==> src/rtl/pcm_stream_pkg.sv <==
package pcm_stream_pkg;
  localparam int SMP_W = 8;

  typedef struct packed {
    logic             chan;
    logic [SMP_W-1:0] smp;
  } entry_t;

  localparam int ENTRY_W = $bits(entry_t);

  localparam int ST_EMPTY = 0;
  localparam int ST_HALF  = 1;
  localparam int ST_FULL  = 2;
  localparam int ST_OVF   = 3;

  localparam logic [SMP_W-1:0] MID_SCALE = SMP_W'(1) << (SMP_W - 1);
endpackage

==> src/rtl/pcm_fifo.sv <==
module pcm_fifo #(
  parameter int DEPTH = 256,
  parameter int W     = 9
) (
  input  logic         clk,
  input  logic         rst_n,
  input  logic         push,
  input  logic [W-1:0] wdata,
  input  logic         pop,
  output logic [W-1:0] rdata,
  output logic         rvalid,
  output logic         empty,
  output logic         full,
  output logic         half
);
  localparam int AW = $clog2(DEPTH);
  localparam int CW = AW + 1;

  logic [W-1:0]  mem [DEPTH];
  logic [AW-1:0] wr_ptr, rd_ptr;
  logic [CW-1:0] count;
  logic          push_ok, pop_ok;

  assign push_ok = push && !full;
  assign pop_ok  = pop && !empty;
  assign empty   = (count == '0);
  assign full    = (count == CW'(DEPTH));
  assign half    = (count >= CW'(DEPTH / 2));

  always_ff @(posedge clk) begin
    if (push_ok) mem[wr_ptr] <= wdata;
  end

  always_ff @(posedge clk) begin
    if (pop_ok) rdata <= mem[rd_ptr];
  end

  always_ff @(posedge clk) begin
    if (!rst_n) begin
      wr_ptr <= '0;
      rd_ptr <= '0;
      count  <= '0;
      rvalid <= 1'b0;
    end else begin
      rvalid <= pop_ok;
      if (push_ok) wr_ptr <= (wr_ptr == AW'(DEPTH - 1)) ? '0 : wr_ptr + 1'b1;
      if (pop_ok)  rd_ptr <= (rd_ptr == AW'(DEPTH - 1)) ? '0 : rd_ptr + 1'b1;
      case ({push_ok, pop_ok})
        2'b10:   count <= count + 1'b1;
        2'b01:   count <= count - 1'b1;
        default: count <= count;
      endcase
    end
  end
endmodule

==> src/rtl/pcm_bus_port.sv <==
module pcm_bus_port
  import pcm_stream_pkg::*;
(
  input  logic             clk,
  input  logic             rst,
  input  logic             bus_cs,
  input  logic             bus_wr,
  input  logic             bus_rd,
  input  logic             bus_a0,
  input  logic [SMP_W-1:0] bus_wdata,
  input  logic             q_empty,
  input  logic             q_full,
  input  logic             q_half,
  output logic             push,
  output entry_t           push_entry,
  output logic [7:0]       rdata,
  output logic             ovf_flag
);
  logic rd_acc;
  logic [7:0] status;

  assign push            = bus_cs && bus_wr;
  assign rd_acc          = bus_cs && bus_rd && !bus_wr;
  assign push_entry.chan = bus_a0;
  assign push_entry.smp  = bus_wdata;

  always_comb begin
    status           = '0;
    status[ST_EMPTY] = q_empty;
    status[ST_HALF]  = q_half;
    status[ST_FULL]  = q_full;
    status[ST_OVF]   = ovf_flag;
  end

  always_ff @(posedge clk) begin
    if (rst) begin
      ovf_flag <= 1'b0;
      rdata    <= '0;
    end else begin
      if (rd_acc) begin
        rdata    <= status;
        ovf_flag <= 1'b0;
      end else if (push && q_full) begin
        ovf_flag <= 1'b1;
      end
    end
  end
endmodule

==> src/rtl/pcm_out_stage.sv <==
module pcm_out_stage
  import pcm_stream_pkg::*;
#(
  parameter int NCH = 2
) (
  input  logic             clk,
  input  logic             rst,
  input  logic             latch,
  input  entry_t           staged,
  output logic [SMP_W-1:0] ch_out [NCH]
);
  localparam int SW = (NCH > 1) ? $clog2(NCH) : 1;

  logic [SW-1:0] sel;
  assign sel = SW'(staged.chan);

  for (genvar i = 0; i < NCH; i++) begin : g_ch
    always_ff @(posedge clk) begin
      if (rst)
        ch_out[i] <= MID_SCALE;
      else if (latch && (sel == SW'(i)))
        ch_out[i] <= staged.smp;
    end
  end
endmodule

==> src/rtl/pcm_dual_streamer.sv <==
module pcm_dual_streamer
  import pcm_stream_pkg::*;
#(
  parameter int DEPTH = 256
) (
  input  logic             clk,
  input  logic             rst,
  input  logic             bus_cs,
  input  logic             bus_wr,
  input  logic             bus_rd,
  input  logic             bus_a0,
  input  logic [SMP_W-1:0] bus_wdata,
  output logic [7:0]       bus_rdata,
  input  logic             smp_tick,
  output logic [SMP_W-1:0] ch_a_out,
  output logic [SMP_W-1:0] ch_b_out
);
  logic             q_rst_n;
  logic             push_req;
  entry_t           push_entry;
  logic [ENTRY_W-1:0] head_bits;
  entry_t           head;
  logic             fifo_rvalid, fifo_empty, fifo_full, fifo_half;
  logic             ovf_flag;
  logic [SMP_W-1:0] ch_q [2];

  assign q_rst_n = ~rst;
  assign head    = entry_t'(head_bits);

  pcm_bus_port u_bus (
    .clk(clk), .rst(rst), .bus_cs(bus_cs), .bus_wr(bus_wr), .bus_rd(bus_rd),
    .bus_a0(bus_a0), .bus_wdata(bus_wdata), .q_empty(fifo_empty),
    .q_full(fifo_full), .q_half(fifo_half), .push(push_req),
    .push_entry(push_entry), .rdata(bus_rdata), .ovf_flag(ovf_flag)
  );

  pcm_fifo #(.DEPTH(DEPTH), .W(ENTRY_W)) u_fifo (
    .clk(clk), .rst_n(q_rst_n), .push(push_req), .wdata(push_entry),
    .pop(smp_tick), .rdata(head_bits), .rvalid(fifo_rvalid),
    .empty(fifo_empty), .full(fifo_full), .half(fifo_half)
  );

  pcm_out_stage #(.NCH(2)) u_out (
    .clk(clk), .rst(rst), .latch(fifo_rvalid), .staged(head), .ch_out(ch_q)
  );

  assign ch_a_out = ch_q[0];
  assign ch_b_out = ch_q[1];
endmodule

==> config.mk <==
export PLATFORM = sky130hd
export DESIGN_NAME = pcm_dual_streamer
export DESIGN_NICKNAME = d
export VERILOG_FILES = /design/src/rtl/pcm_stream_pkg.sv /design/src/rtl/pcm_fifo.sv /design/src/rtl/pcm_bus_port.sv /design/src/rtl/pcm_out_stage.sv /design/src/rtl/pcm_dual_streamer.sv
export SDC_FILE = /design/constraint.sdc
export NUM_CORES = 2
export LEC_CHECK = 0
export BUFFER_PORTS_ARGS = -buffer_cell sky130_fd_sc_hd__buf_4
export CAP_MARGIN = 30
export CORE_MARGIN = 2
export CORE_UTILIZATION = 50
export DETAILED_ROUTE_END_ITERATION = 12
export PLACE_DENSITY_LB_ADDON = 0.2
export SLEW_MARGIN = 0
export SYNTH_ARGS = -nofsm -noshare
export SYNTH_HDL_FRONTEND = slang
export SYNTH_SLANG_ARGS = --single-unit
==> constraint.sdc <==
create_clock -name clk -period 4.42 [get_ports clk]
set_input_delay 0.442 -clock clk [delete_from_list [all_inputs] [get_ports clk]]
set_output_delay 0.442 -clock clk [all_outputs]
set_load 0.005 [all_outputs]
### Yosys cells after proc, flatten, opt, wreduce, memory -nomap -nowiden

Memories as Yosys holds them, arrays and structs flattened. A register that Yosys moved wholly into a read port is not among the register bits.
Cells that the tools add are included.

* flip-flop bits (word level): 47
* bits in writable memories: 2304
* input bits: 15
* output and inout bits: 24
* word-level logic and storage cells: 39
* memories kept: 1

* add/sub/neg operators: 4
* order comparisons: 1
* eq/ne operators: 5
* muxes and demuxes: 5
* bitwise operators: 1
* reductions and logical operators: 14

Memories
* u_fifo.mem: words 256, width 9, read ports 1, clocked after Yosys merged registers in 1, write ports 1, line pcm_fifo.sv:19 `logic [W-1:0] mem [DEPTH];`

Operators with widths (count)
* $pmux 9 s2: 1
* $add 8x1->8 const B: 2
* $eq 8x8->1 const B: 2
* $mux 8: 2
* $add 9x1->9 const B: 1
* $eq 9x9->1 const B: 1
* $ge 9x8->1 const B: 1
* $logic_not 9->1: 1
* $sub 9x1->9 const B: 1
* $logic_and 1x1->1: 8
* $logic_not 1->1: 3
* $eq 2x1->1 const B: 1
* $eq 2x2->1 const B: 1
* $mux 1: 2
* $reduce_bool 2->1: 1
* $reduce_or 2->1: 1
* $not 1->1: 1

### Logic depth before layout (Yosys ltp)

* depth after elaboration: 5
* depth in mapped cells: 16
* gate-level depth less buffers: 15

### By module

From an unflattened synthesis, not the netlist that was laid out.

* cells, all modules: 4403
* area, all modules: 92218.4 um^2

By module, submodules not included
* pcm_fifo: times used 1, cells an instance 4300, area an instance 91203.7 um^2, seq. area each 69977.1 um^2
* pcm_out_stage: times used 1, cells an instance 64, area an instance 666.9 um^2, seq. area each 320.3 um^2
* pcm_bus_port: times used 1, cells an instance 38, area an instance 344.1 um^2, seq. area each 100.1 um^2
* pcm_dual_streamer: times used 1, cells an instance 1, area an instance 3.8 um^2, seq. area each 0.0 um^2

### Least setup slack after synthesis

No wires, ideal clock.

* kind: register -> register
* start: register u_fifo.count[0]
* end: register u_fifo.count[8]
* setup time: 0.070 ns
* arrival: 3.226 ns
* data required time: 4.350 ns
* setup slack: 1.124 ns
* cell stages (with the launch flop): 17
* path buffers: 1
* period minus slack after synthesis: 3.296 ns
* path through: dfxtp_1 > nor4_1 > and3_1 > nor2_1 > clkbuf_1 > inv_1 > ha_1 > inv_1 > fa_1 > nor2b_1 > o21ai_0 > a21boi_0 > o21ai_0 > a21oi_1 > xnor2_1 > or3_1 > a21oi_1

* cells in the longest elaborated chain, start to end: 5
* elaborated cells on any way between the ends: 12
* those cells by class: add/sub: 2; eq/ne: 3; mux: 1; reduce/logical: 6

RTL lines
* start: declaration: line pcm_fifo.sv:21 `logic [CW-1:0] count;`
* start signal: assignment: line pcm_fifo.sv:49 `2'b10: count <= count + 1'b1;`
* start signal: assignment: line pcm_fifo.sv:50 `2'b01: count <= count - 1'b1;`
* start signal: assignment: line pcm_fifo.sv:51 `default: count <= count;`
* branches (longest 5 deep; another with $sub 9x1->9)

Several ways; the timed one is not identified.
A chain may end at the register's enable or synchronous reset.

==> impl_metrics.yaml <==
status:
  status: "finished, final reports clean"
worst_hold_path:
  whs_endpoint: "u_bus.rdata[1]$_SDFFE_PP0P_"
  min_delay_path_depth: 5
  worstHoldStart: "bus_cs"
  hp-class: "in -> reg"
floorplanning:
  die_area_sq_mm: 0.188
  rows: 157
  top_level_ports: 39
  core_sq_mm: 0.183
  die_w_um: 433
  start_util: 0.503
  fp.dieH_um: 433
detailed_routing:
  avgRoutedWirePerCell_um: 32.6
  first_iter_violations: 6111
  drt_wl_total_mm: 239
  drtPass1Iterations: 6
  vias_per_cell: 6.30
  ant_nets: 0
  drc: 0
  vias: 46226
critical_path:
  reg2regPathDepth: 10
  reg2reg_to: "u_fifo.rdata[7]$_DFFE_PP_"
  crit_path_max_fanout: 29
  r2r_start: "u_fifo.rd_ptr[0]$_SDFFE_PP0P_"
  worstPathRequired_ns: 4.99
  crit_type: "reg -> reg"
  cp.arrival_ns: 4.62
  worstSetupStartpointType: "register"
  endpoint_kind: "register"
  rrSetupSlack_ns: 0.38
synth:
  async_flop_share: 0
  ys_types: 70
  synth_ff_type: "edfxtp_1"
  synth_top_cell_area_share: 0.755
  synth_area_leaders: "edfxtp_1 75%, mux4_2 13%, mux2i_1 2.0%, nor2_1 1.3%, dfxtp_1 1.0%"
  synth_area_leader_cell: "edfxtp_1"
  yosysSeqAreaShare: 0.765
  avgSynthCellArea_sq_um: 21.0
  synth_warnings: 0
  synth_area_sq_mm: 0.0920
  synth_edf_count: 2313
  syn_inst: 4375
  ys_ff_latch: 2360
place:
  placed_cell_area_sq_mm: 0.0965
  globalplace.congestion: 0.869
  io_buffer_count: 34
  dpl.hpwl_mm: 148
clock_tree:
  cts_buffer_depth: 3
  path_clk_slew_ns: 0.06
  cts_max_level: 4
  hold_buffers: 4
  clock-sinks: 2360
  post-cts-setup-buffers: 0
  postCtsResizedCells: 0
  cts_root_buf: "clkbuf_16"
  cts_tree: "done"
  cts_buffers: 230
  insertion_delay_ns: 0.89
grt:
  grt_first_pass_wirelength_mm: 341
  globalRoute.totalOverflow: 0
  grt_max_degree: 141
  grt_use_total: 0.257
  grt_pass1_vias: 45747
  grt_antenna_before_repair: 7
timing:
  drv_slew: 0
  clock.fmax_ghz: 0.247
  setup-violations-final: 0
  final.period_utilization: 0.915
  fin_setup_tns_ns: 0
  rsz0062_at_grt: "no"
  layout_min_cycle_time_ns: 4.04
  finalHoldViolations: 0
  relSlewSlack: 0.272
  finClkSkew_ns: 0.0348
  worst_slew_pin_slew_ns: 1.09
finish:
  final_cell_area_sq_mm: 0.104
  area_delta_synth_final_pct: 13.1
  fin_nets: 4702
  final_layout_size_suffix_gt1_frac: 0.252
run:
  maxCapViolations: 0
power_and_ir_drop:
  p_per_area_mw_per_mm2: 521
  p_leak_uw: 0.0320
  vdd_ir_drop_max_v: 0.000397
sequential cells by signal, summed over array words and instances, names as in the netlist:
signal	cells
u_fifo.mem	2304
u_out.ch_out	16
u_fifo.count	9
u_fifo.rdata	9
u_fifo.rd_ptr	8
u_fifo.wr_ptr	8
u_bus.rdata	4
u_bus.ovf_flag	1
u_fifo.rvalid	1
cell usage after synthesis, drive strengths merged (7+ instances only):
cell	n
a211oi	31
a21oi	102
a221oi	61
a22oi	45
buf	154
clkbuf	110
dfxtp	47
edfxtp	2313
ha	13
inv	12
mux2	8
mux2i	186
mux4	554
nand2	102
nand3	42
nor2	314
nor2b	28
nor3	18
o211ai	13
o21ai	85
o221ai	13
o22ai	19
or3	7
xnor2	9
routing by layer:
metal	up-vias	global-route usage	routed length, um
met2	2170	0.396	113000
met5	-	0	29
li1	18846	-	-
met4	6	0.0797	7230
met3	396	0.0468	19700
met1	24808	0.376	99100
where the power goes:
group	leakage (uW)	switching (uW)	internal, uW	total [uW]
combinational	0.00722	5260	4700	9960
sequential	0.0212	272	24700	25000
clock	0.00363	8360	11000	19400
total	0.0320	13900	40400	54300
stage by stage:
step	hold WS [ns]	util	cells	setup slack [ns]	total power (uW)
after floorplan	0.451	-	4378	1.12	32200
after global placement	0.449	0.525	6846	0.250	35400
after detailed placement	0.452	0.527	6889	0.431	35500
after CTS	0.00612	0.568	7324	0.389	54600
after global routing	0.0741	0.569	7336	0.307	55900
final	0.0630	0.569	7338	0.377	54300
cell families after synthesis:
| family | after synthesis | synth area share |
|---|---|---|
| compound gates | 417 | 0.0302 |
| buf+inv | 278 | 0.0190 |
| xor+xnor | 15 | 0.00143 |
| mux | 748 | 0.158 |
| other cells | 1 | 0.0000407 |
| flops | 2360 | 0.765 |
| fa+ha+maj | 14 | 0.00198 |
| simple gates | 542 | 0.0249 |
cells in the final DEF, fill, tap and decap left out, types with 10 or more instances in the layout:
master,count
clkbuf_1,56
clkinv_1,52
clkbuf_16,233
mux4_1,19
nand3_2,16
a21oi_1,102
bufinv_16,22
a211oi_1,31
o22ai_1,19
clkinv_2,47
nor2b_1,25
edfxtp_1,2313
a221oi_1,61
buf_6,20
nor2_1,310
o211ai_1,13
nand3_1,26
ha_1,13
a22oi_1,44
mux4_2,535
nand2_1,102
clkbuf_8,11
inv_1,10
buf_4,253
o221ai_1,13
o21ai_0,78
nor3_1,18
mux2i_1,186
dfxtp_1,41
buf_12,38
final cells by class:
type / count / area (sq um)
flip-flops and latches: 2360 / 70400
well taps: 2464 / 3080
inverters: 13 / 53.8
diodes: 2 / 5.00
clock inverters: 140 / 1350
repair buffers: 328 / 3110
fillers: 13513 / 79000
multi-input cells: 1740 / 20000
clock buffers: 291 / 6070
worst max path at each step:
stage | start | end | slack [ns] | depth (start not counted)
5_1_grt | u_fifo.rd_ptr[0]$_SDFFE_PP0P_ | u_fifo.rdata[7]$_DFFE_PP_ | 0.31 | 10
3_5_place_dp | u_fifo.rd_ptr[0]$_SDFFE_PP0P_ | u_fifo.rdata[5]$_DFFE_PP_ | 0.43 | 12
4_1_cts | u_fifo.rd_ptr[0]$_SDFFE_PP0P_ | u_fifo.rdata[5]$_DFFE_PP_ | 0.39 | 12
2_1_floorplan | u_fifo.count[0]$_SDFFE_PP0P_ | u_fifo.count[8]$_SDFFE_PP0P_ | 1.12 | 16
3_3_place_gp | u_fifo.rd_ptr[0]$_SDFFE_PP0P_ | u_fifo.rdata[7]$_DFFE_PP_ | 0.25 | 8
6_report | u_fifo.rd_ptr[0]$_SDFFE_PP0P_ | u_fifo.rdata[7]$_DFFE_PP_ | 0.38 | 10
critical path, stage by stage, from the launching register on:
cell and delay [ns]:
dfxtp_4 0.80, buf_12 0.35, buf_4 0.18, buf_4 0.23, mux4_2 0.55, a22oi_1 0.21, o21ai_0 0.37, a22oi_1 0.27
nand2_1 0.08, a22oi_1 0.55, o21ai_1 0.15
Power figures use the tool's default switching activity.
